--- src/rtl/rtfifo_pkg.sv ---
package rtfifo_pkg;
  localparam int WORD_W = 9;
  typedef logic [WORD_W-1:0] word_t;

  function automatic bit depth_ok(int d);
    return (d == 256) || (d == 512) || (d == 1024);
  endfunction
endpackage

--- src/rtl/rtfifo_ptr_ctrl.sv ---
module rtfifo_ptr_ctrl #(
  parameter int DEPTH = 256,
  localparam int AW    = $clog2(DEPTH),
  localparam int CNT_W = AW + 1
) (
  input  logic             clk,
  input  logic             rst_n,
  input  logic             wr_en,
  input  logic             rd_en,
  input  logic             rt_n,
  input  logic             is_full,
  input  logic             is_empty,
  output logic             wr_ok,
  output logic             rd_ok,
  output logic [AW-1:0]    waddr,
  output logic [AW-1:0]    raddr,
  output logic [CNT_W-1:0] count
);
  logic [CNT_W-1:0] wptr_q, wptr_d;
  logic [CNT_W-1:0] rptr_q, rptr_d;
  logic             wptr_en, rptr_en;

  // Accept logic; retransmit takes priority over a read
  always_comb begin
    wr_ok   = wr_en & ~is_full;
    rd_ok   = rd_en & rt_n & ~is_empty;
    wptr_en = wr_ok;
    rptr_en = rd_ok | ~rt_n;
    wptr_d  = wptr_q + CNT_W'(1);
    rptr_d  = rt_n ? (rptr_q + CNT_W'(1)) : '0;
  end

  always_ff @(posedge clk or negedge rst_n) begin
    if (!rst_n) begin
      wptr_q <= '0;
      rptr_q <= '0;
    end else begin
      if (wptr_en) wptr_q <= wptr_d;
      if (rptr_en) rptr_q <= rptr_d;
    end
  end

  always_comb begin
    waddr = wptr_q[AW-1:0];
    raddr = rptr_q[AW-1:0];
    count = wptr_q - rptr_q;
  end


  no_overflow_chk: assert property (@(posedge clk) disable iff (!rst_n)
    count <= CNT_W'(DEPTH));


  full_wr_hold_chk: assert property (@(posedge clk) disable iff (!rst_n)
    (wr_en && is_full) |=> $stable(wptr_q));


  rewind_chk: assert property (@(posedge clk) disable iff (!rst_n)
    !rt_n |=> (rptr_q == '0));
endmodule

--- src/rtl/rtfifo_store.sv ---
module rtfifo_store
  import rtfifo_pkg::*;
#(
  parameter int DEPTH = 256,
  localparam int AW   = $clog2(DEPTH)
) (
  input  logic          clk,
  input  logic          rst_n,
  input  logic          wr_ok,
  input  logic [AW-1:0] waddr,
  input  word_t         wr_data,
  input  logic          rd_ok,
  input  logic [AW-1:0] raddr,
  output word_t         rd_data
);
  word_t mem [DEPTH];
  word_t rd_data_q;

  always_ff @(posedge clk) begin
    if (wr_ok) mem[waddr] <= wr_data;
  end

  always_ff @(posedge clk or negedge rst_n) begin
    if (!rst_n)     rd_data_q <= '0;
    else if (rd_ok) rd_data_q <= mem[raddr];
  end

  assign rd_data = rd_data_q;
endmodule

--- src/rtl/rtfifo_flags.sv ---
module rtfifo_flags #(
  parameter int DEPTH = 256,
  localparam int AW    = $clog2(DEPTH),
  localparam int CNT_W = AW + 1
) (
  input  logic [CNT_W-1:0] count,
  output logic             is_empty,
  output logic             is_half,
  output logic             is_full
);
  localparam logic [CNT_W-1:0] FULL_CNT = CNT_W'(DEPTH);
  localparam logic [CNT_W-1:0] HALF_CNT = CNT_W'(DEPTH / 2);

  always_comb begin
    is_empty = (count == '0);
    is_full  = (count == FULL_CNT);
    is_half  = (count > HALF_CNT);
  end
endmodule

--- src/rtl/rtfifo.sv ---
module rtfifo
  import rtfifo_pkg::*;
#(
  parameter int DEPTH = 256,
  localparam int AW    = $clog2(DEPTH),
  localparam int CNT_W = AW + 1
) (
  input  logic              clk,
  input  logic              rst_n,
  input  logic              wr_en,
  input  logic [WORD_W-1:0] wr_data,
  input  logic              rd_en,
  input  logic              rt_n,
  output logic [WORD_W-1:0] rd_data,
  output logic              empty_n,
  output logic              half_n,
  output logic              full_n
);
  logic             rst_meta, rst_sync;
  logic             wr_ok, rd_ok, is_empty, is_half, is_full;
  logic [AW-1:0]    waddr, raddr;
  logic [CNT_W-1:0] count;

  initial begin

    depth_legal_chk: assert (depth_ok(DEPTH)) else $error("illegal DEPTH %0d", DEPTH);
  end

  // Asynchronous assert, synchronous release
  always_ff @(posedge clk or negedge rst_n) begin
    if (!rst_n) begin
      rst_meta <= 1'b0;
      rst_sync <= 1'b0;
    end else begin
      rst_meta <= 1'b1;
      rst_sync <= rst_meta;
    end
  end

  rtfifo_ptr_ctrl #(.DEPTH(DEPTH)) u_ptr (
    .clk(clk), .rst_n(rst_sync), .wr_en(wr_en), .rd_en(rd_en), .rt_n(rt_n),
    .is_full(is_full), .is_empty(is_empty), .wr_ok(wr_ok), .rd_ok(rd_ok),
    .waddr(waddr), .raddr(raddr), .count(count)
  );

  rtfifo_store #(.DEPTH(DEPTH)) u_store (
    .clk(clk), .rst_n(rst_sync), .wr_ok(wr_ok), .waddr(waddr), .wr_data(wr_data),
    .rd_ok(rd_ok), .raddr(raddr), .rd_data(rd_data)
  );

  rtfifo_flags #(.DEPTH(DEPTH)) u_flags (
    .count(count), .is_empty(is_empty), .is_half(is_half), .is_full(is_full)
  );

  assign empty_n = ~is_empty;
  assign half_n  = ~is_half;
  assign full_n  = ~is_full;


  rd_hold_chk: assert property (@(posedge clk) disable iff (!rst_sync)
    (!rd_en || !empty_n || !rt_n) |=> $stable(rd_data));


  full_stays_chk: assert property (@(posedge clk) disable iff (!rst_sync)
    (!full_n && wr_en && !rd_en && rt_n) |=> !full_n);


  empty_stays_chk: assert property (@(posedge clk) disable iff (!rst_sync)
    (!empty_n && rd_en && !wr_en && rt_n) |=> !empty_n);


  half_not_empty_chk: assert property (@(posedge clk) disable iff (!rst_sync)
    !half_n |-> empty_n);
endmodule

--- config.mk ---
export PLATFORM = sky130hd
export DESIGN_NAME = rtfifo
export DESIGN_NICKNAME = d
export VERILOG_FILES = /design/src/rtl/rtfifo_pkg.sv /design/src/rtl/rtfifo_ptr_ctrl.sv /design/src/rtl/rtfifo_store.sv /design/src/rtl/rtfifo_flags.sv /design/src/rtl/rtfifo.sv
export SDC_FILE = /design/constraint.sdc
export NUM_CORES = 2
export LEC_CHECK = 0
export ABC_CLOCK_PERIOD_IN_PS = 6000
export BUFFER_PORTS_ARGS = -buffer_cell sky130_fd_sc_hd__buf_2
export CAP_MARGIN = 40
export CORE_MARGIN = 2
export CORE_UTILIZATION = 60
export CTS_BUF_LIST = sky130_fd_sc_hd__clkbuf_8
export CTS_CLUSTER_SIZE = 40
export DETAILED_ROUTE_END_ITERATION = 6
export GPL_ROUTABILITY_DRIVEN = 0
export HOLD_SLACK_MARGIN = 0.05
export MAX_ROUTING_LAYER = met4
export PLACE_DENSITY = 0.85
export SLEW_MARGIN = 25
export SYNTH_ARGS = -nofsm -noshare
export SYNTH_HDL_FRONTEND = slang
export SYNTH_SLANG_ARGS = --single-unit
export TNS_END_PERCENT = 100
--- constraint.sdc ---
create_clock -name clk -period 6 [get_ports clk]
set_clock_uncertainty 0.15 [all_clocks]
set_input_delay 0.3 -clock clk [delete_from_list [all_inputs] [get_ports clk]]
set_output_delay 0.3 -clock clk [all_outputs]
set_load 0.02 [all_outputs]
Word-level counts from Yosys, hierarchy flattened --
Memory sizes are Yosys's and may differ from the RTL's. A register that Yosys moved wholly into a read port is not among the register bits. Cells that the tools add are included. W data, S select, Z words.
Word-level totals: bits in registers 20, bits in writable memories 2304, input port bits 14, output and inout port bits 12, logic and storage cells 23, memories kept 1
Cells by class: add/sub/neg operators 3, magnitude comparators 1, eq/ne operators 1, mux-type cells 3, bitwise operators 8, reductions and logical operators 2
Memory list:
- u_store.mem | words 256, width 9, rd ports 1, clocked after memory_dff 1, write ports 1, RTL line rtfifo_store.sv:16 | word_t mem [DEPTH];
Operators with widths (count):
- $add A9 B1 Y9 const B | 2
- $eq A9 B9 Y1 const B | 1
- $gt A9 B8 Y1 const B | 1
- $logic_not A9 Y1 | 1
- $mux W9 | 1
- $sub A9 B9 Y9 | 1
- $not A1 Y1 | 4
- $and A1 B1 Y1 | 3
- $mux W1 | 2
- $logic_not A1 Y1 | 1
- $or A1 B1 Y1 | 1

Longest topological paths before layout --
word-level depth 6, depth in mapped cells 17, gate-level depth less buffers 10

By module --
From an unflattened synthesis, not the netlist that was laid out.
Unflattened totals: cell total of the unflattened synthesis 4411, area, all modules 91313.8 sq um
By module, submodules not included:
- rtfifo_store | times used 1, cells each 4246, area each 89847.4 sq um, sequential area each 69411.6 sq um
- rtfifo_ptr_ctrl | times used 1, cells each 152, area each 1351.3 sq um, sequential area each 450.4 sq um
- rtfifo | times used 1, cells each 6, area each 65.1 sq um, sequential area each 50.0 sq um
- rtfifo_flags | times used 1, cells each 7, area each 50.0 sq um, sequential area each 0.0 sq um

Least setup slack after synthesis --
OpenSTA, ideal clock, no wires.
path kind register to register, from reg u_ptr.rptr_q[1], to mem u_store.mem[108][0] (netlist bit) (enable), data arrival time 4.162 ns, path slack 1.301 ns, stages on the path, launching flop included 16, cell sequence dfrtp_1 buf_2 buf_2 inv_1 buf_2 clkbuf_1 ha_1 nor2b_1 o2111ai_1 a31o_2 a21oi_1 o21ai_1 nand2_1 buf_2 buf_1 nor3_1
On the way: word-level cells in the longest chain between the ends 6
RTL lines:
- start, declared | RTL line rtfifo_ptr_ctrl.sv:20 | logic [CNT_W-1:0] rptr_q, rptr_d;
- start signal, assigned | RTL line rtfifo_ptr_ctrl.sv:39 | if (rptr_en) rptr_q <= rptr_d;
- $sub A9 B9 Y9 | RTL line rtfifo_ptr_ctrl.sv:46 | count = wptr_q - rptr_q;
- $eq A9 B9 Y1 | RTL line rtfifo_flags.sv:16 | is_full = (count == FULL_CNT);
- $not A1 Y1
- net full_n | RTL line rtfifo.sv:17 | output logic full_n
- $and A1 B1 Y1 | RTL line rtfifo_ptr_ctrl.sv:25 | wr_ok = wr_en & ~is_full;
- $mux W1 | RTL line rtfifo_store.sv:20 | if (wr_ok) mem[waddr] <= wr_data;
- $mux W1 (not written as such) | RTL line rtfifo_store.sv:20
- end, declared | RTL line rtfifo_store.sv:16
The timed path passes the listed nets, and every way through them passes these cells.

Worst setup path in the final report --
from reg u_ptr.rptr_q[1], to mem u_store.mem[21][3] (netlist bit) (enable)
On the way: word-level cells in the longest chain between the ends 6
RTL lines (RTL line):
- $sub A9 B9 Y9 | rtfifo_ptr_ctrl.sv:46
- $eq A9 B9 Y1 | rtfifo_flags.sv:16
- $not A1 Y1 | rtfifo_ptr_ctrl.sv:25
- $and A1 B1 Y1 | rtfifo_ptr_ctrl.sv:25
- $mux W1 | rtfifo_store.sv:20
- $mux W1 (not written as such) | rtfifo_store.sv:20
Every way passes these cells.

==> reports/summary.txt <==
Peak VDD IR - 0.288 mV
clock root buffer - clkbuf_8
sw frac - 25.7%
Critical Path End Type - register
final setup fails - 0
outcome - complete, but fails checks
Crit Path Class - register to register
fmax - 0.199 GHz
synthesized area - 90500 um^2
Slew Limit Fails - 0
first-pass GRT wire length - 355000 um
ANT nets after route - 0
post-detailed-route wirelength per cell - 36.3 um
Total Power Consumption - 34.7 mW
vias in the first global route - 49300
CP max-delay cell - dfrtp_4
Fin Hold WS - 0.0700 ns
r2r setup slk - 0.98 ns
First-pass DRT Iterations - 7
Slew Limit Headroom - 32.9%
grt ovf - 0
CP cell instances - clkinv_1 > ha_1 > nor2b_1 > o2111ai_1 > a31o_2 > and4_1 > o21ai_1 > and2_1 > nand3_1 > buf_4 > nor2_1 > buf_4
dominant synthesized flop cell - edfxtp_1
FF-to-FF path depth - 12
failing checks - DRC
total die area - 154000 um^2
setup ws final - 0.983 ns
Arrival @ worst endpoint - 5.59 ns
FFs w/ async S/R, synth - 1.24%
Ports - 26
Switching Power - 8.90 mW
fill cell count - 8298
Reg-to-Reg End - u_store.mem[21][3]
DRC - 229
RSZ-0062 raised after global routing - false
Synth Area per Inst - 21.2 um^2
Min-Delay Path Class - primary input to register
Post-Layout Cell Count - 7052
pin count of the biggest net entering global routing - 141
Int Power - 25.8 mW
sequential share of the synthesized area - 77.3%
H-tree depth - 5
Req. time, crit path - 6.57 ns
die height - 392 um
Via density - 7.20
most common cell in the netlist - edfxtp_1
Critical Path Fanout Max - 25
setup TNS - 0 ns
post-synth top area cell - edfxtp_1
top cell type's share of synthesized area - 76.5%
DR iter-0 viols - 10700
total track usage - 34.2%
Synth Net Count - 4294
nets - 4780
Die X - 392 um
Synth-to-Final Area Change - 12.5%
dpl cells - 6296
PwrDens - 341 nW/um^2
I/O Buffers - 25
Routed WL - 256000 um
HPWL reported at the end of detailed placement - 152000 um
initial antenna violation count - 21
clock sinks - 2333
Post-synth top cells - edfxtp_1, mux4_2, nor2_1
Worst path depth - 12
Row Count - 142
Synth warnings - 0
total CTS buffers - 356
WHS Path Cells - 2
Slew @ Worst Pin - 1.00 ns
flip-flop and latch count after synthesis - 2333
routed via count - 50800
Clock power frac - 35.0%
final hold viol count - 0
number of enable flip-flop cells after synthesis - 2304
Initial Util - 60.4%
Leak - 32.2 nW
sequential share of power - 52.8%
multi-input logic area - 19200 um^2
register area - 69900 um^2
Gate Count Post-Synth - 4267
Final min period - 5.02 ns
max-cap violations - 0
pre-CTS WS - 1.42 ns
worst setup path endpoint - u_store.mem[21][3]
clock slew seen by the registers of the worst setup and hold paths - 0.07 ns
largest stage delay on the critical path - 0.72 ns
WP buf/inv - 3
Max clock buf depth - 4
Worst Setup Start Kind - register
Critical Path Start - u_ptr.rptr_q[1]
area of the core - 150000 um^2
Crit path max-delay family - simple AND/OR/NAND/NOR gates
Combinational Power Share - 12.2%
Cell variety after synth - 68
most used cell, CP - buf_4
RR Startpoint - u_ptr.rptr_q[1]
layout cells sized above 1 - 27.9%
worst skew pair latency - 1.09 ns
crit share post-route - 83.6%
top post-synthesis cells by area - edfxtp_1, mux4_2, mux2i_1
CTS tree - done
## metal layers
metal | global-route usage, % | vias to the layer above | wire, um
met1 | 42.3 | 25200 | 80300
met2 | 47.4 | 5447 | 113000
met4 | 19.3 | 0 | 17300
li1 | - | 19000 | -
met3 | 14.7 | 1155 | 44800
met5 | - | - | 0
## worst min path at each step
| stage | start | endpoint | slack (ns) |
|---|---|---|---|
| 2_1_floorplan | rst_n | rst_meta | -0.15 |
| 3_3_place_gp | rst_n | rst_meta | -0.06 |
| 3_5_place_dp | rst_n | rst_sync | -0.06 |
| 4_1_cts | rt_n | u_ptr.rptr_q[6] | 0.06 |
| 5_1_grt | wr_data[1] | u_store.mem[111][1] | 0.07 |
| 6_report | wr_data[1] | u_store.mem[109][1] | 0.07 |
## cells in the final DEF (no fill, tap or decap), types with 13 or more instances in the layout
master,n
clkinv_1,95
diode_2,36
a22oi_1,112
nor2b_1,18
a22o_1,20
mux2i_1,90
o22ai_1,36
clkbuf_8,384
clkinv_2,28
nor3_1,122
inv_1,98
buf_4,270
nand3_1,41
buf_12,25
o21ai_0,42
clkbuf_4,16
mux4_2,547
nand2_1,90
dlygate4sd3_1,17
o221ai_1,19
ha_1,13
a21oi_1,74
mux2_2,16
buf_2,22
edfxtp_1,2304
nor4_1,16
a211oi_1,15
a221oi_1,34
nor2_1,215
dfrtp_1,24
## flip-flops by register name (all words and copies together), names as in the netlist
name,flops
u_store.mem,2304
u_ptr.rptr_q,9
u_ptr.wptr_q,9
u_store.rd_data,9
rst_meta,1
rst_sync,1
## kinds of logic after synthesis
| group | after synthesis | synth area share (%) |
|---|---|---|
| AO/OA/AOI/OAI | 414 | 3.20 |
| multiplexers | 653 | 14.8 |
| AND/OR/NAND/NOR | 561 | 2.80 |
| flip-flops | 2333 | 77.3 |
| buffers and inverters | 275 | 1.55 |
| adder cells (fa/ha/maj) | 13 | 0.180 |
| other | 1 | 0.00415 |
| XOR/XNOR | 17 | 0.165 |
## final cells by class
class | instances | area share (%)
clock buffer | 375 | 5.07
tap | 2016 | 2.48
inverter | 13 | 0.0480
timing repair buffer | 390 | 3.53
multi-input combinational | 1659 | 18.9
antenna | 36 | 0.0885
clock inverter | 230 | 1.16
sequential | 2333 | 68.7
## worst register-to-register path, stage by stage (launching register included)
cell	delay, ns
dfrtp_4	0.72
clkinv_1	0.19
ha_1	0.32
nor2b_1	0.18
o2111ai_1	0.20
a31o_2	0.34
and4_1	0.17
o21ai_1	0.16
and2_1	0.36
nand3_1	0.60
buf_4	0.49
nor2_1	0.52
buf_4	0.26
## repair_timing
| action | in CTS | in global routing |
|---|---|---|
| gates resized for setup | 0 | 0 |
| hold endpoints to repair | 1103 | 10 |
| hold buffers | 16 | 1 |
| endpoints found under the setup margin | 0 | 0 |
| buffers inserted | 0 | 0 |
## stage by stage
step                util, %  area [um^2]
floorplan                 -        90500
global placement       62.6        93700
detailed placement     62.9        94200
CTS                    67.2       101000
global route           67.9       102000
finish                 67.9       102000
## power groups by stage
| stage | registers (mW) | logic (mW) | clock network, mW |
|---|---|---|---|
| finish | 18.3 | 4.25 | 12.1 |
| global route | 18.3 | 4.32 | 12.8 |
| CTS | 18.3 | 4.03 | 12.1 |
| detailed placement | 18.6 | 3.99 | 0 |
| global placement | 18.6 | 3.86 | 0 |
| floorplan | 18.5 | 2.51 | 0 |
(Power assumes the default switching activity.)
